### src/rtl/irqc_pkg.sv
package irqc_pkg;

    localparam int DATA_W   = 32;
    localparam int CODE_W   = 8;
    localparam int CODE_LSB = DATA_W - CODE_W;

    typedef enum logic [1:0] {
        SEL_PEND = 2'd0,
        SEL_MASK = 2'd1,
        SEL_MODE = 2'd2,
        SEL_VEC  = 2'd3
    } reg_sel_e;

    typedef struct packed {
        logic              we;
        reg_sel_e          sel;
        logic [DATA_W-1:0] wdata;
    } bus_req_t;

    // Place a source code in the top byte of a bus word.
    function automatic logic [DATA_W-1:0] pack_vec(input logic [CODE_W-1:0] code);
        return {code, {CODE_LSB{1'b0}}};
    endfunction

endpackage

### src/rtl/irqc_sync.sv
module irqc_sync #(
    parameter int N_PIN  = 8,
    parameter int STAGES = 2
) (
    input  logic             clk_i,
    input  logic             rst_i,
    input  logic [N_PIN-1:0] pin_n_i,
    output logic [N_PIN-1:0] active_o,
    output logic [N_PIN-1:0] fall_o
);

    for (genvar g = 0; g < N_PIN; g++) begin : g_pin
        // STAGES synchronizer flops plus one history flop for edge detection
        logic [STAGES:0] shreg;

        always_ff @(posedge clk_i) begin
            if (rst_i) begin
                shreg <= '1;
            end else begin
                shreg <= {shreg[STAGES-1:0], pin_n_i[g]};
            end
        end

        assign active_o[g] = ~shreg[STAGES-1];
        assign fall_o[g]   = shreg[STAGES] & ~shreg[STAGES-1];
    end

endmodule

### src/rtl/irqc_pending.sv
module irqc_pending #(
    parameter int N_PIN = 8,
    localparam int N_SRC = 2 * N_PIN
) (
    input  logic             clk_i,
    input  logic             rst_i,
    input  logic [N_PIN-1:0] active_i,
    input  logic [N_PIN-1:0] fall_i,
    input  logic [N_PIN-1:0] int_lvl_i,
    input  logic [N_PIN-1:0] edge_mode_i,
    input  logic             clr_we_i,
    input  logic [N_SRC-1:0] clr_bits_i,
    output logic [N_SRC-1:0] pend_o
);

    logic [N_SRC-1:0] pend_q;

    for (genvar k = 0; k < N_PIN; k++) begin : g_src
        // external pin k -> even index
        always_ff @(posedge clk_i) begin
            if (rst_i) begin
                pend_q[2*k] <= 1'b0;
            end else if (edge_mode_i[k]) begin
                // a new edge wins over a clear in the same cycle
                pend_q[2*k] <= fall_i[k] | (pend_q[2*k] & ~(clr_we_i & clr_bits_i[2*k]));
            end else begin
                pend_q[2*k] <= active_i[k];
            end
        end

        // internal level k -> odd index
        always_ff @(posedge clk_i) begin
            if (rst_i) begin
                pend_q[2*k+1] <= 1'b0;
            end else begin
                pend_q[2*k+1] <= int_lvl_i[k];
            end
        end
    end

    assign pend_o = pend_q;

endmodule

### src/rtl/irqc_prio.sv
module irqc_prio
    import irqc_pkg::*;
#(
    parameter int N_SRC = 16,
    localparam int IDX_W = $clog2(N_SRC)
) (
    input  logic [N_SRC-1:0]  req_i,
    output logic              any_o,
    output logic [CODE_W-1:0] code_o
);

    logic [IDX_W-1:0] idx;

    // Scan from lowest priority up so the lowest set index is left standing.
    always_comb begin
        idx = '0;
        for (int i = N_SRC - 1; i >= 0; i--) begin
            if (req_i[i]) begin
                idx = IDX_W'(i);
            end
        end
    end

    assign any_o  = |req_i;
    assign code_o = any_o ? (CODE_W'(idx) << 1) : CODE_W'(2 * N_SRC);

endmodule

### src/rtl/irqc_regs.sv
module irqc_regs
    import irqc_pkg::*;
#(
    parameter int N_PIN = 8,
    localparam int N_SRC = 2 * N_PIN
) (
    input  logic              clk_i,
    input  logic              rst_i,
    input  bus_req_t          req_i,
    input  logic [N_SRC-1:0]  pend_i,
    input  logic [CODE_W-1:0] code_i,
    output logic [N_SRC-1:0]  mask_o,
    output logic [N_PIN-1:0]  mode_o,
    output logic              clr_we_o,
    output logic [DATA_W-1:0] rdata_o
);

    logic [N_SRC-1:0] mask_q;
    logic [N_PIN-1:0] mode_q;
    logic             unused_hi;

    always_ff @(posedge clk_i) begin
        if (rst_i) begin
            mask_q <= '0;
            mode_q <= '0;
        end else if (req_i.we) begin
            case (req_i.sel)
                SEL_MASK: mask_q <= req_i.wdata[N_SRC-1:0];
                SEL_MODE: mode_q <= req_i.wdata[N_PIN-1:0];
                default:  ;
            endcase
        end
    end

    always_comb begin
        rdata_o = '0;
        case (req_i.sel)
            SEL_PEND: rdata_o[N_SRC-1:0] = pend_i;
            SEL_MASK: rdata_o[N_SRC-1:0] = mask_q;
            SEL_MODE: rdata_o[N_PIN-1:0] = mode_q;
            default:  rdata_o            = pack_vec(code_i);
        endcase
    end

    assign clr_we_o  = req_i.we && (req_i.sel == SEL_PEND);
    assign mask_o    = mask_q;
    assign mode_o    = mode_q;
    assign unused_hi = ^req_i.wdata[DATA_W-1:N_SRC];

endmodule

### src/rtl/prio_irq_ctrl.sv
module prio_irq_ctrl
    import irqc_pkg::*;
#(
    parameter int N_PIN       = 8,
    parameter int SYNC_STAGES = 2
) (
    input  logic              clk_i,
    input  logic              rst_i,
    input  logic [N_PIN-1:0]  irq_pin_n_i,
    input  logic [N_PIN-1:0]  int_lvl_i,
    input  logic              bus_we_i,
    input  logic [1:0]        bus_sel_i,
    input  logic [DATA_W-1:0] bus_wdata_i,
    output logic [DATA_W-1:0] bus_rdata_o,
    output logic              irq_o
);

    localparam int N_SRC = 2 * N_PIN;

    bus_req_t          req;
    logic [N_PIN-1:0]  pin_active;
    logic [N_PIN-1:0]  pin_fall;
    logic [N_SRC-1:0]  pend;
    logic [N_SRC-1:0]  mask_q;
    logic [N_PIN-1:0]  mode_q;
    logic              clr_we;
    logic              any_req;
    logic [CODE_W-1:0] vec_code;

    assign req.we    = bus_we_i;
    assign req.sel   = reg_sel_e'(bus_sel_i);
    assign req.wdata = bus_wdata_i;

    irqc_sync #(.N_PIN(N_PIN), .STAGES(SYNC_STAGES)) u_sync (
        .clk_i    (clk_i),
        .rst_i    (rst_i),
        .pin_n_i  (irq_pin_n_i),
        .active_o (pin_active),
        .fall_o   (pin_fall)
    );

    irqc_pending #(.N_PIN(N_PIN)) u_pend (
        .clk_i       (clk_i),
        .rst_i       (rst_i),
        .active_i    (pin_active),
        .fall_i      (pin_fall),
        .int_lvl_i   (int_lvl_i),
        .edge_mode_i (mode_q),
        .clr_we_i    (clr_we),
        .clr_bits_i  (bus_wdata_i[N_SRC-1:0]),
        .pend_o      (pend)
    );

    irqc_prio #(.N_SRC(N_SRC)) u_prio (
        .req_i  (pend & mask_q),
        .any_o  (any_req),
        .code_o (vec_code)
    );

    irqc_regs #(.N_PIN(N_PIN)) u_regs (
        .clk_i    (clk_i),
        .rst_i    (rst_i),
        .req_i    (req),
        .pend_i   (pend),
        .code_i   (vec_code),
        .mask_o   (mask_q),
        .mode_o   (mode_q),
        .clr_we_o (clr_we),
        .rdata_o  (bus_rdata_o)
    );

    assign irq_o = any_req;

endmodule

### config.mk
export PLATFORM = sky130hd
export DESIGN_NAME = prio_irq_ctrl
export DESIGN_NICKNAME = d
export VERILOG_FILES = /design/src/rtl/irqc_pkg.sv /design/src/rtl/irqc_sync.sv /design/src/rtl/irqc_pending.sv /design/src/rtl/irqc_prio.sv /design/src/rtl/irqc_regs.sv /design/src/rtl/prio_irq_ctrl.sv
export SDC_FILE = /design/constraint.sdc
export NUM_CORES = 1
export LEC_CHECK = 0
export BUFFER_PORTS_ARGS = -buffer_cell sky130_fd_sc_hd__buf_2
export CAP_MARGIN = 10
export CORE_AREA = 5 5 89 70
export DETAILED_ROUTE_END_ITERATION = 10
export DIE_AREA = 0 0 94 75
export PLACE_DENSITY = 0.81
export SLEW_MARGIN = 30
export SYNTH_ARGS = -nofsm -noshare
export SYNTH_HDL_FRONTEND = slang
export SYNTH_SLANG_ARGS = --single-unit
### constraint.sdc
create_clock -name clk_i -period 2.3 [get_ports clk_i]
set_clock_uncertainty 0.05 [all_clocks]
set_input_delay 0.115 -clock clk_i [delete_from_list [all_inputs] [get_ports clk_i]]
set_output_delay 0.115 -clock clk_i [all_outputs]
set_load 0.02 [all_outputs]
# == Word level (Yosys, flattened, before mapping) ==
# Index checks and enable logic that the tools add are counted.
# op_classes
div_mod_pow,0
n_reduce_logical,6
n_addsub,0
bitwise,49
order_cmp,0
n_eq_ne,2
muxes,28
shift,0
n_mul,0
# op_table
cell,count
$mux 4,16
$and 1x1->1,24
$pmux 8 s3,1
$and 16x16->16,1
$not 1->1,16
$pmux 8 s2,1
$reduce_or 16->1,1
$mux 14,1
$mux 1,8
$or 1x1->1,8
$mux 6,1
$reduce_and 2->1,2
$reduce_or 3->1,1
$eq 2x1->1 const B,1
$eq 2x2->1 const B,1
$logic_not 2->1,1
$logic_and 1x1->1,1
# word_totals
mem_bits_rw,0
regBits,64
memories,0
latchBits,0
inputBits,53
out_inout_bits,33
word_cells,111
mem_bits_ro,0

# == Longest topological paths before layout ==
# Gate-level depths: netlist of run 1.
# depth
word_depth,19
depth_mapped,7
depth_no_buf,5

# == Modules after synthesis ==
# A second synthesis of run 1 with hierarchy kept.
# unflattened
hier_cells,332
area_unflattened_um2,3139.3
# modules_own_cells
mod,instances,area_each_um2,seq_area_each_um2,cells_per_inst
irqc_regs,1,1482.7,480.5,157
irqc_sync,1,733.2,480.5,66
irqc_pending,1,603.1,320.3,58
irqc_prio,1,220.2,0.0,35
prio_irq_ctrl,1,100.1,0.0,16

# == Worst setup path before layout of run 1 ==
# OpenSTA, ideal clock, no wires.
# synth_path
kind,register to output
startpoint,register u_regs.mask_q[1] (netlist: u_regs.mask_o[1])
endpoint,output port bus_rdata_o[28]
path_slack_ns,0.691
path_buffers,0
arrival_ns,1.444
required_ns,2.135
stages_incl_launch_ff,5
path_cell_list,dfxtp_1 > a22oi_1 > nor2b_1 > nand2_1 > nor4_1
# synth_between
elab_chain_len,5
word_cells_on_any_way,6
cone_classes,4 x mux; 1 x bitwise; 1 x reduce/logical
# synth_lines
element,line,source
start: declaration,irqc_regs.sv:18,logic [N_SRC-1:0] mask_q;
start signal: assignment,irqc_regs.sv:28,SEL_MASK: mask_q <= req_i.wdata[N_SRC-1:0];
$and 16x16->16 (*),prio_irq_ctrl.sv:55,".req_i (pend & mask_q),"
$mux 4 (2 in series),irqc_prio.sv:18,if (req_i[i]) begin
$mux 6 (*),irqc_prio.sv:25,assign code_o = any_o ? (CODE_W'(idx) << 1) : CODE_W'(2 * N_SRC);
$mux 14 (*),irqc_regs.sv:37,case (req_i.sel)
end: declaration,prio_irq_ctrl.sv:14,"output logic [DATA_W-1:0] bus_rdata_o,"
# Mark *: on every way between the ends. The rest lies on a longest branch, timed or not.

# == Worst setup path in the final report of run 1 ==
# layout_path
startpoint,register u_pend.pend_q[11] (netlist: u_pend.pend_o[11])
endpoint,output port bus_rdata_o[25]
# layout_between
elab_chain_len,15
word_cells_on_any_way,16
cone_classes,14 x mux; 1 x bitwise; 1 x reduce/logical
# layout_lines
element,line,source
start: declaration,irqc_pending.sv:16,logic [N_SRC-1:0] pend_q;
start signal: indexed assignment,irqc_pending.sv:36,pend_q[2*k+1] <= int_lvl_i[k];
$and 16x16->16 (*),prio_irq_ctrl.sv:55,
$mux 4 (12 in series),irqc_prio.sv:18,
$mux 6 (*),irqc_prio.sv:25,
$mux 14 (*),irqc_regs.sv:37,
# Marks and branches as above.

==> flow_summary.html, run 1 <==
<table>
<tr><th>Metric</th><th>Value</th></tr>
<tr><th colspan="2">Run status</th></tr>
<tr><td>Run status</td><td>finished clean</td></tr>
<tr><th colspan="2">Worst setup path</th></tr>
<tr><td>Capturing point of the worst reg2reg path</td><td>u_pend.pend_o[0]$_SDFF_PP0_</td></tr>
<tr><td>Critical path launch point</td><td>u_pend.pend_o[11]$_SDFF_PP0_</td></tr>
<tr><td>Startpoint types</td><td>register</td></tr>
<tr><td>Number of buffer and inverter stages on the critical path</td><td>1</td></tr>
<tr><td>Crit-path leading delay family</td><td>compound AO/OA/AOI/OAI gates</td></tr>
<tr><td>Required time of the critical path</td><td>2130 ps</td></tr>
<tr><td>Critical R2R Launch</td><td>u_pend.pend_o[0]$_SDFF_PP0_</td></tr>
<tr><td>Crit path DAT</td><td>1850 ps</td></tr>
<tr><td>Crit-path cells</td><td>nand2_1, a32o_1, o21ai_1, nand4_1, a221oi_2, buf_2</td></tr>
<tr><td>Critical-path cell with the highest stage delay</td><td>dfxtp_1</td></tr>
<tr><td>R2r worst-path depth</td><td>3</td></tr>
<tr><td>Worst path depth</td><td>6</td></tr>
<tr><td>Highest net fanout along the worst path</td><td>4</td></tr>
<tr><td>Category of the worst setup path capture point</td><td>output port</td></tr>
<tr><td>Crit path largest cell delay</td><td>400 ps</td></tr>
<tr><td>Worst setup path endpoint</td><td>bus_rdata_o[25]</td></tr>
<tr><td>Critical setup path kind</td><td>reg -&gt; out</td></tr>
<tr><td>Setup slack, reg-to-reg</td><td>1340 ps</td></tr>
<tr><th colspan="2">Logic synthesis</th></tr>
<tr><td>Sequential fraction of the synthesis area</td><td>0.4663</td></tr>
<tr><td>Cell types with the highest counts after synthesis</td><td>64 x dfxtp_1, 57 x nand2_1, 24 x mux2i_1, 24 x or2_2, 20 x nor2_1</td></tr>
<tr><td>Post-Synthesis Cells</td><td>306</td></tr>
<tr><td>Leading register cell type out of synthesis</td><td>dfxtp_1</td></tr>
<tr><td>Number of synthesis warnings</td><td>0</td></tr>
<tr><td>Area fraction of the dominant cell type after synthesis</td><td>0.4663</td></tr>
<tr><td>Cells taking the most area after synthesis</td><td>dfxtp_1 47%, mux2i_1 8.7%, nand2_1 7.8%</td></tr>
<tr><td>Fraction of synthesis flops using an asynchronous set or reset pin</td><td>0</td></tr>
<tr><td>Cell with the most instances after synthesis</td><td>dfxtp_1</td></tr>
<tr><td>Post-synthesis sequential element count</td><td>64</td></tr>
<tr><td>Post-Syn Area per Cell</td><td>8.979 um^2</td></tr>
<tr><td>Number of enable-type register cells in the synthesized netlist</td><td>0</td></tr>
<tr><td>Syn Std Cell Area</td><td>0.002748 mm^2</td></tr>
<tr><td>Cell variety after synth</td><td>33</td></tr>
<tr><td>Cell type contributing the most total cell area after synthesis</td><td>dfxtp_1</td></tr>
<tr><th colspan="2">Pwr</th></tr>
<tr><td>Maximum vdd drop</td><td>0.3492 mV</td></tr>
<tr><td>Reported leakage power</td><td>1.497 nW</td></tr>
<tr><td>Power per cell area</td><td>669.4 mW/mm^2</td></tr>
<tr><th colspan="2">Timing</th></tr>
<tr><td>Worst hold slack</td><td>308.3 ps</td></tr>
<tr><td>Worst-margin pin slew</td><td>841.6 ps</td></tr>
<tr><td>Part of the cycle the worst path needs</td><td>0.8758</td></tr>
<tr><td>Fin crit period</td><td>2014 ps</td></tr>
<tr><td>TNS Setup</td><td>0 ps</td></tr>
<tr><td>Number of max-slew violations in the final report</td><td>0</td></tr>
<tr><td>RSZ-0062 raised after global routing</td><td>no</td></tr>
<tr><td>Slew Limit Headroom</td><td>0.4389</td></tr>
<tr><td>FMAX</td><td>496.5 MHz</td></tr>
<tr><td>Hold Violations, Final</td><td>0</td></tr>
<tr><td>Setup violation total in the final timing report</td><td>0</td></tr>
<tr><th colspan="2">Die</th></tr>
<tr><td>Effective utilization at floorplan</td><td>0.5246</td></tr>
<tr><td>Width of the chip</td><td>94 um</td></tr>
<tr><td>Height of the chip</td><td>75 um</td></tr>
<tr><td>Num rows</td><td>23</td></tr>
<tr><td>Top-Level Pins</td><td>86</td></tr>
<tr><td>Placeable core region</td><td>0.005238 mm^2</td></tr>
<tr><td>Die ar.</td><td>0.007050 mm^2</td></tr>
<tr><th colspan="2">Place</th></tr>
<tr><td>Final GP Congestion</td><td>0.8152</td></tr>
<tr><td>HPWL Detailed</td><td>4.242 mm</td></tr>
<tr><td>Number of buffer cells added on primary ports</td><td>58</td></tr>
<tr><th colspan="2">Global route</th></tr>
<tr><td>Vias in the first global route</td><td>2273</td></tr>
<tr><td>Global-route wire length before repair</td><td>10.47 mm</td></tr>
<tr><td>Pin count of the biggest net entering global routing</td><td>54</td></tr>
<tr><td>Antenna violations before repair</td><td>0</td></tr>
<tr><td>Sum of overflow across all layers after global routing</td><td>0</td></tr>
<tr><td>All-layer global routing usage</td><td>0.1952</td></tr>
<tr><th colspan="2">Clock tree</th></tr>
<tr><td>CTS tree</td><td>built</td></tr>
<tr><td>Number of buffers inserted during clock tree synthesis</td><td>9</td></tr>
<tr><td>Clock transition at the registers of the reported paths</td><td>70 ps</td></tr>
<tr><td>Sinks on the clock net</td><td>64</td></tr>
<tr><td>Latest clock arrival within the worst-skew pair</td><td>340 ps</td></tr>
<tr><td>H-tree lvl count</td><td>3</td></tr>
<tr><td>Buffers from clock root to sink, at most</td><td>2</td></tr>
<tr><td>Number of instances resized during post-cts repair</td><td>0</td></tr>
<tr><td>Cell at the root of the clock tree</td><td>clkbuf_8</td></tr>
<tr><th colspan="2">Detailed routing</th></tr>
<tr><td>Final WL</td><td>6.428 mm</td></tr>
<tr><td>Number of vias after detailed routing</td><td>2363</td></tr>
<tr><td>Length of the first detailed-routing pass in iterations</td><td>5</td></tr>
<tr><td>Post-route ant nets</td><td>0</td></tr>
<tr><td>Number of vias per cell</td><td>5.017</td></tr>
<tr><td>Drc violations</td><td>0</td></tr>
<tr><td>Avg WL per Cell</td><td>13.65 um</td></tr>
<tr><td>Initial DRC Count</td><td>209</td></tr>
<tr><th colspan="2">Hold path</th></tr>
<tr><td>Number of cells traversed by the worst hold path</td><td>2</td></tr>
<tr><td>Worst hold-check path type</td><td>in -&gt; reg</td></tr>
<tr><th colspan="2">Finish</th></tr>
<tr><td>Ratio of cells with drive above 1 in the final layout</td><td>0.2652</td></tr>
<tr><td>N_diodes</td><td>0</td></tr>
<tr><td>Number of nets in the layout</td><td>445</td></tr>
<tr><td>Area grow syn2layout</td><td>28.10%</td></tr>
<tr><th colspan="2">Flow run</th></tr>
<tr><td>Maximum Capacitance Violations</td><td>0</td></tr>
</table>
[cell usage in the layout, fill, tap and decap left out, types with 2 or more instances in the layout]
cell type / n
a211o_1: 8
a21oi_1: 19
a22o_1: 2
a22o_2: 4
a22oi_1: 3
a32oi_1: 2
buf_2: 58
buf_4: 2
clkbuf_1: 2
clkbuf_8: 10
conb_1: 11
dfxtp_1: 64
dlygate4sd3_1: 32
mux2i_1: 24
nand2_1: 57
nand4_1: 2
nor2_1: 20
nor2b_1: 18
o21ai_0: 17
o21ai_1: 2
or2_2: 24
[worst min path at each step]
stage | to | slack [ps] | start
3_5_place_dp | u_sync.g_pin[3].shreg[0]$_SDFF_PP1_ | 250 | irq_pin_n_i[3]
3_3_place_gp | u_sync.g_pin[2].shreg[0]$_SDFF_PP1_ | 250 | irq_pin_n_i[2]
6_report | u_regs.mode_o[2]$_SDFFE_PP0P_ | 310 | rst_i
5_1_grt | u_regs.mode_o[4]$_SDFFE_PP0P_ | 350 | rst_i
2_1_floorplan | u_sync.g_pin[0].shreg[0]$_SDFF_PP1_ | 170 | irq_pin_n_i[0]
4_1_cts | u_regs.mode_o[2]$_SDFFE_PP0P_ | 300 | rst_i
[flip-flops by register name (all words and copies together) (netlist names)]
signal	count
u_regs.mode_o	8
u_regs.mask_o	16
u_sync.g_pin.shreg	24
u_pend.pend_o	16
[logic make-up (layout without fill, tap and decap cells)]
family	after synthesis	count (layout)	synth area share
AO/OA/AOI/OAI	64	64	0.1571
buffers and inverters	27	107	0.06284
flip-flops	64	64	0.4663
multiplexers	24	24	0.08743
other	1	11	0.001365
AND/OR/NAND/NOR	126	126	0.2250
[final cells by class]
type / instances / area [um^2]
clock buffers: 12 / 145.1
clock inverters: 3 / 42.54
fillers: 421 / 1718
multi-input cells: 225 / 1331
flip-flops and latches: 64 / 1281
well taps: 75 / 93.84
repair buffers: 92 / 625.6
[power by group]
| group | internal (mW) | switching (mW) |
|---|---|---|
| clock network | 0.523 | 0.398 |
| logic | 0.119 | 0.132 |
| registers | 1.15 | 0.0327 |
[worst register-to-register path, cell delays in order, from the launching register on]
cell and delay, ps:
dfxtp_1 430, nand2_1 90, a211o_1 260, o21ai_0 60
[stage by stage]
stage	setup slack (ps)	power (mW)	utilization	instances	cell area, um^2
3_5_place_dp	529.6	1.414	0.5750	424	3012
4_1_cts	260.0	2.383	0.6720	471	3520
5_1_grt	180.9	2.466	0.6720	471	3520
6_report	285.7	2.356	0.6720	471	3520
3_3_place_gp	609.5	1.408	0.5750	424	3012
2_1_floorplan	691.3	1.358	-	316	2785
[metal layers]
layer | wire [um] | vias up | GRT usage
met5 | 0 | - | 0
met4 | 99 | 0 | 0.06571
met3 | 574 | 8 | 0.07692
met2 | 2919 | 103 | 0.3155
met1 | 2834 | 1059 | 0.2415
li1 | - | 1193 | -
[repair_timing]
item | CTS | global route
setup buffers | 0 | 0
hold endpoints to repair | 39 | 0
hold buffers | 32 | 0
Power figures use the tool's default switching activity.
==> inputs of run 2 (changes only) <==
- CORE_AREA: 5 5 89 70 -> 5 5 93 73
- DIE_AREA: 0 0 94 75 -> 0 0 98 78
- PLACE_DENSITY: 0.81 -> 0.82
- SYNTH_HIERARCHICAL: not set -> 1
==> flow_summary.html, run 2 <==
<table>
<tr><th>Metric</th><th>Value</th></tr>
<tr><th colspan="2">Pwr</th></tr>
<tr><td>Post-route total power</td><td>2.428 mW</td></tr>
<tr><td>Power per cell area</td><td>627.2 mW/mm^2</td></tr>
<tr><td>Reported leakage power</td><td>1.756 nW</td></tr>
<tr><td>Maximum vdd drop</td><td>0.4621 mV</td></tr>
<tr><th colspan="2">Run status</th></tr>
<tr><td>Run status</td><td>finished clean</td></tr>
<tr><th colspan="2">Die</th></tr>
<tr><td>Height of the chip</td><td>78 um</td></tr>
<tr><td>Effective utilization at floorplan</td><td>0.5473</td></tr>
<tr><td>Placeable core region</td><td>0.005736 mm^2</td></tr>
<tr><td>Num rows</td><td>24</td></tr>
<tr><td>Die ar.</td><td>0.007644 mm^2</td></tr>
<tr><td>Top-Level Pins</td><td>86</td></tr>
<tr><td>Width of the chip</td><td>98 um</td></tr>
<tr><th colspan="2">Logic synthesis</th></tr>
<tr><td>Cell variety after synth</td><td>35</td></tr>
<tr><td>Cell types with the highest counts after synthesis</td><td>64 x dfxtp_1, 41 x nand2b_1, 40 x mux2i_1</td></tr>
<tr><td>Cell with the most instances after synthesis</td><td>dfxtp_1</td></tr>
<tr><td>Cells taking the most area after synthesis</td><td>dfxtp_1 41%, mux2i_1 13%, nand2b_1 8.2%</td></tr>
<tr><td>Sequential fraction of the synthesis area</td><td>0.4081</td></tr>
<tr><td>Area fraction of the dominant cell type after synthesis</td><td>0.4081</td></tr>
<tr><td>Cell type contributing the most total cell area after synthesis</td><td>dfxtp_1</td></tr>
<tr><td>Post-synthesis sequential element count</td><td>64</td></tr>
<tr><td>Fraction of synthesis flops using an asynchronous set or reset pin</td><td>0</td></tr>
<tr><td>Number of enable-type register cells in the synthesized netlist</td><td>0</td></tr>
<tr><td>Post-Synthesis Cells</td><td>332</td></tr>
<tr><td>Post-Syn Area per Cell</td><td>9.456 um^2</td></tr>
<tr><td>Leading register cell type out of synthesis</td><td>dfxtp_1</td></tr>
<tr><td>Syn Std Cell Area</td><td>0.003139 mm^2</td></tr>
<tr><td>Number of synthesis warnings</td><td>6</td></tr>
<tr><th colspan="2">Timing</th></tr>
<tr><td>Part of the cycle the worst path needs</td><td>0.9479</td></tr>
<tr><td>Smallest setup slack after layout</td><td>119.7 ps</td></tr>
<tr><td>TNS Setup</td><td>0 ps</td></tr>
<tr><td>Number of max-slew violations in the final report</td><td>0</td></tr>
<tr><td>Worst hold slack</td><td>21.70 ps</td></tr>
<tr><td>Hold Violations, Final</td><td>0</td></tr>
<tr><td>Slew Limit Headroom</td><td>0.5926</td></tr>
<tr><td>Setup violation total in the final timing report</td><td>0</td></tr>
<tr><td>Fin crit period</td><td>2180 ps</td></tr>
<tr><td>Worst-margin pin slew</td><td>611.1 ps</td></tr>
<tr><td>FMAX</td><td>458.7 MHz</td></tr>
<tr><th colspan="2">Worst setup path</th></tr>
<tr><td>Crit path DAT</td><td>2020 ps</td></tr>
<tr><td>R2r worst-path depth</td><td>2</td></tr>
<tr><td>Setup slack, reg-to-reg</td><td>1290 ps</td></tr>
<tr><td>Capturing point of the worst reg2reg path</td><td>u_pend/pend_o[4]$_SDFF_PP0_</td></tr>
<tr><td>Startpoint types</td><td>register</td></tr>
<tr><td>Critical setup path kind</td><td>reg -&gt; out</td></tr>
<tr><td>Required time of the critical path</td><td>2130 ps</td></tr>
<tr><td>Highest net fanout along the worst path</td><td>4</td></tr>
<tr><td>Category of the worst setup path capture point</td><td>output port</td></tr>
<tr><td>Critical R2R Launch</td><td>u_pend/pend_o[4]$_SDFF_PP0_</td></tr>
<tr><th colspan="2">Detailed routing</th></tr>
<tr><td>Post-route ant nets</td><td>0</td></tr>
<tr><td>Number of vias after detailed routing</td><td>2416</td></tr>
<tr><td>Drc violations</td><td>0</td></tr>
<tr><td>Avg WL per Cell</td><td>13.76 um</td></tr>
<tr><td>Length of the first detailed-routing pass in iterations</td><td>4</td></tr>
<tr><td>Number of vias per cell</td><td>4.891</td></tr>
<tr><td>Final WL</td><td>6.795 mm</td></tr>
<tr><td>Initial DRC Count</td><td>116</td></tr>
<tr><th colspan="2">Flow run</th></tr>
<tr><td>Maximum Capacitance Violations</td><td>0</td></tr>
<tr><th colspan="2">Global route</th></tr>
<tr><td>All-layer global routing usage</td><td>0.1830</td></tr>
<tr><td>Global-route wire length before repair</td><td>11.41 mm</td></tr>
<tr><td>Pin count of the biggest net entering global routing</td><td>81</td></tr>
<tr><td>Antenna violations before repair</td><td>0</td></tr>
<tr><td>Vias in the first global route</td><td>2462</td></tr>
<tr><td>Sum of overflow across all layers after global routing</td><td>0</td></tr>
<tr><th colspan="2">Finish</th></tr>
<tr><td>Register ranked first by flip-flop count</td><td>u_sync/g_pin.shreg</td></tr>
<tr><td>Area grow syn2layout</td><td>23.32%</td></tr>
<tr><td>Flip-flop and latch area</td><td>0.001281 mm^2</td></tr>
<tr><td>Number of nets in the layout</td><td>464</td></tr>
<tr><td>Most common cell after layout, fill and taps aside</td><td>dfxtp_1</td></tr>
<tr><td>Commonest cells after routing, fill and taps aside</td><td>64 x dfxtp_1, 57 x buf_2, 41 x nand2b_1</td></tr>
<tr><td>N_diodes</td><td>0</td></tr>
<tr><td>Flip-flop count of the largest register, all copies and words added</td><td>24</td></tr>
<tr><td>Multi-input combinational cell area</td><td>0.001657 mm^2</td></tr>
<tr><td>Fill cells</td><td>481</td></tr>
<tr><td>Ratio of cells with drive above 1 in the final layout</td><td>0.2236</td></tr>
<tr><th colspan="2">Clock tree</th></tr>
<tr><td>Buffers from clock root to sink, at most</td><td>2</td></tr>
<tr><td>Cell at the root of the clock tree</td><td>clkbuf_8</td></tr>
<tr><td>Clock transition at the registers of the reported paths</td><td>70 ps</td></tr>
<tr><td>H-tree lvl count</td><td>3</td></tr>
<tr><td>Latest clock arrival within the worst-skew pair</td><td>330 ps</td></tr>
<tr><td>Setup bufs post-CTS</td><td>0</td></tr>
<tr><td>Number of buffers inserted during clock tree synthesis</td><td>9</td></tr>
<tr><td>Sinks on the clock net</td><td>64</td></tr>
<tr><td>CTS tree</td><td>built</td></tr>
<tr><th colspan="2">Hold path</th></tr>
<tr><td>WHS Endpoint</td><td>u_regs/mask_o[8]$_SDFFE_PP0P_</td></tr>
<tr><td>Number of cells traversed by the worst hold path</td><td>3</td></tr>
<tr><td>Beginning of the worst hold path</td><td>bus_wdata_i[8]</td></tr>
<tr><td>Worst hold-check path type</td><td>in -&gt; reg</td></tr>
<tr><th colspan="2">Place</th></tr>
<tr><td>Number of buffer cells added on primary ports</td><td>58</td></tr>
<tr><td>HPWL Detailed</td><td>4.745 mm</td></tr>
<tr><td>Post-placement worst setup slack</td><td>418.2 ps</td></tr>
<tr><td>Final GP Congestion</td><td>0.8147</td></tr>
</table>
## run 2: changes by cell type after synthesis, moves of 15 or more
cell	before	now
nand2_1	57	1
or2_1	0	24
inv_1	0	16
nand2b_1	0	41
and2_1	1	16
mux2i_1	24	40
a21oi_1	19	3
o21ai_0	17	1
or2_2	24	0
## run 2: layout make-up
class / instances / share of cell area
clock buffers: 13 / 0.04105
clock inverters: 3 / 0.01034
inverters: 17 / 0.01648
multi-input cells: 231 / 0.4279
flip-flops and latches: 64 / 0.3310
well taps: 78 / 0.02521
repair buffers: 88 / 0.1480
## run 2: critical path: stages, from the launching register on
cell	delay [ps]
dfxtp_1	330
and2_1	230
nor4_2	410
nand4_1	180
inv_2	120
a311oi_1	60
and3_1	190
buf_2	150
## run 2: worst max-delay path by stage
stage / from / to / cells after the start
floorplan: u_pend/pend_o[2]$_SDFF_PP0_ / bus_rdata_o[25] / 6
global placement: u_pend/pend_o[2]$_SDFF_PP0_ / bus_rdata_o[25] / 7
detailed placement: u_pend/pend_o[2]$_SDFF_PP0_ / bus_rdata_o[25] / 7
CTS: u_pend/pend_o[2]$_SDFF_PP0_ / bus_rdata_o[25] / 7
global route: u_pend/pend_o[8]$_SDFF_PP0_ / bus_rdata_o[26] / 7
finish: u_pend/pend_o[8]$_SDFF_PP0_ / bus_rdata_o[25] / 7
## run 2: power by group
group          total (mW)  switching [mW]  internal [mW]
logic               0.290           0.149          0.141
clock network       0.957           0.400          0.557
registers            1.18          0.0269           1.15
total                2.43           0.576           1.85
## run 2: kinds of logic after synthesis
group                  share of synthesized area
AND/OR/NAND/NOR                           0.2790
buffers and inverters                    0.08688
flip-flops                                0.4081
multiplexers                              0.1275
other                                   0.002392
AO/OA/AOI/OAI                            0.09605
## run 2: repair_timing
item	in CTS	in global routing
endpoints found under the setup margin	0	2
hold buffers	22	0
gates resized for setup	0	10
hold endpoints to repair	22	0
## run 2: per-layer routing
| layer | global-route usage | part of all wire | wire, um |
|---|---|---|---|
| met1 | 0.2214 | 0.45 | 3087 |
| met2 | 0.3111 | 0.48 | 3292 |
| met3 | 0.06093 | 0.053 | 357 |
| met4 | 0.05256 | 0.0085 | 58 |
| met5 | 0 | 0 | 0 |
## run 2: per-stage QoR
step                        util  std cells  cell area, um^2
final                     0.6750        494             3871
after global placement    0.5949        456             3412
after detailed placement  0.5949        456             3412
after floorplan                -        341             3173
after global routing      0.6750        494             3871
after CTS                 0.6680        494             3831
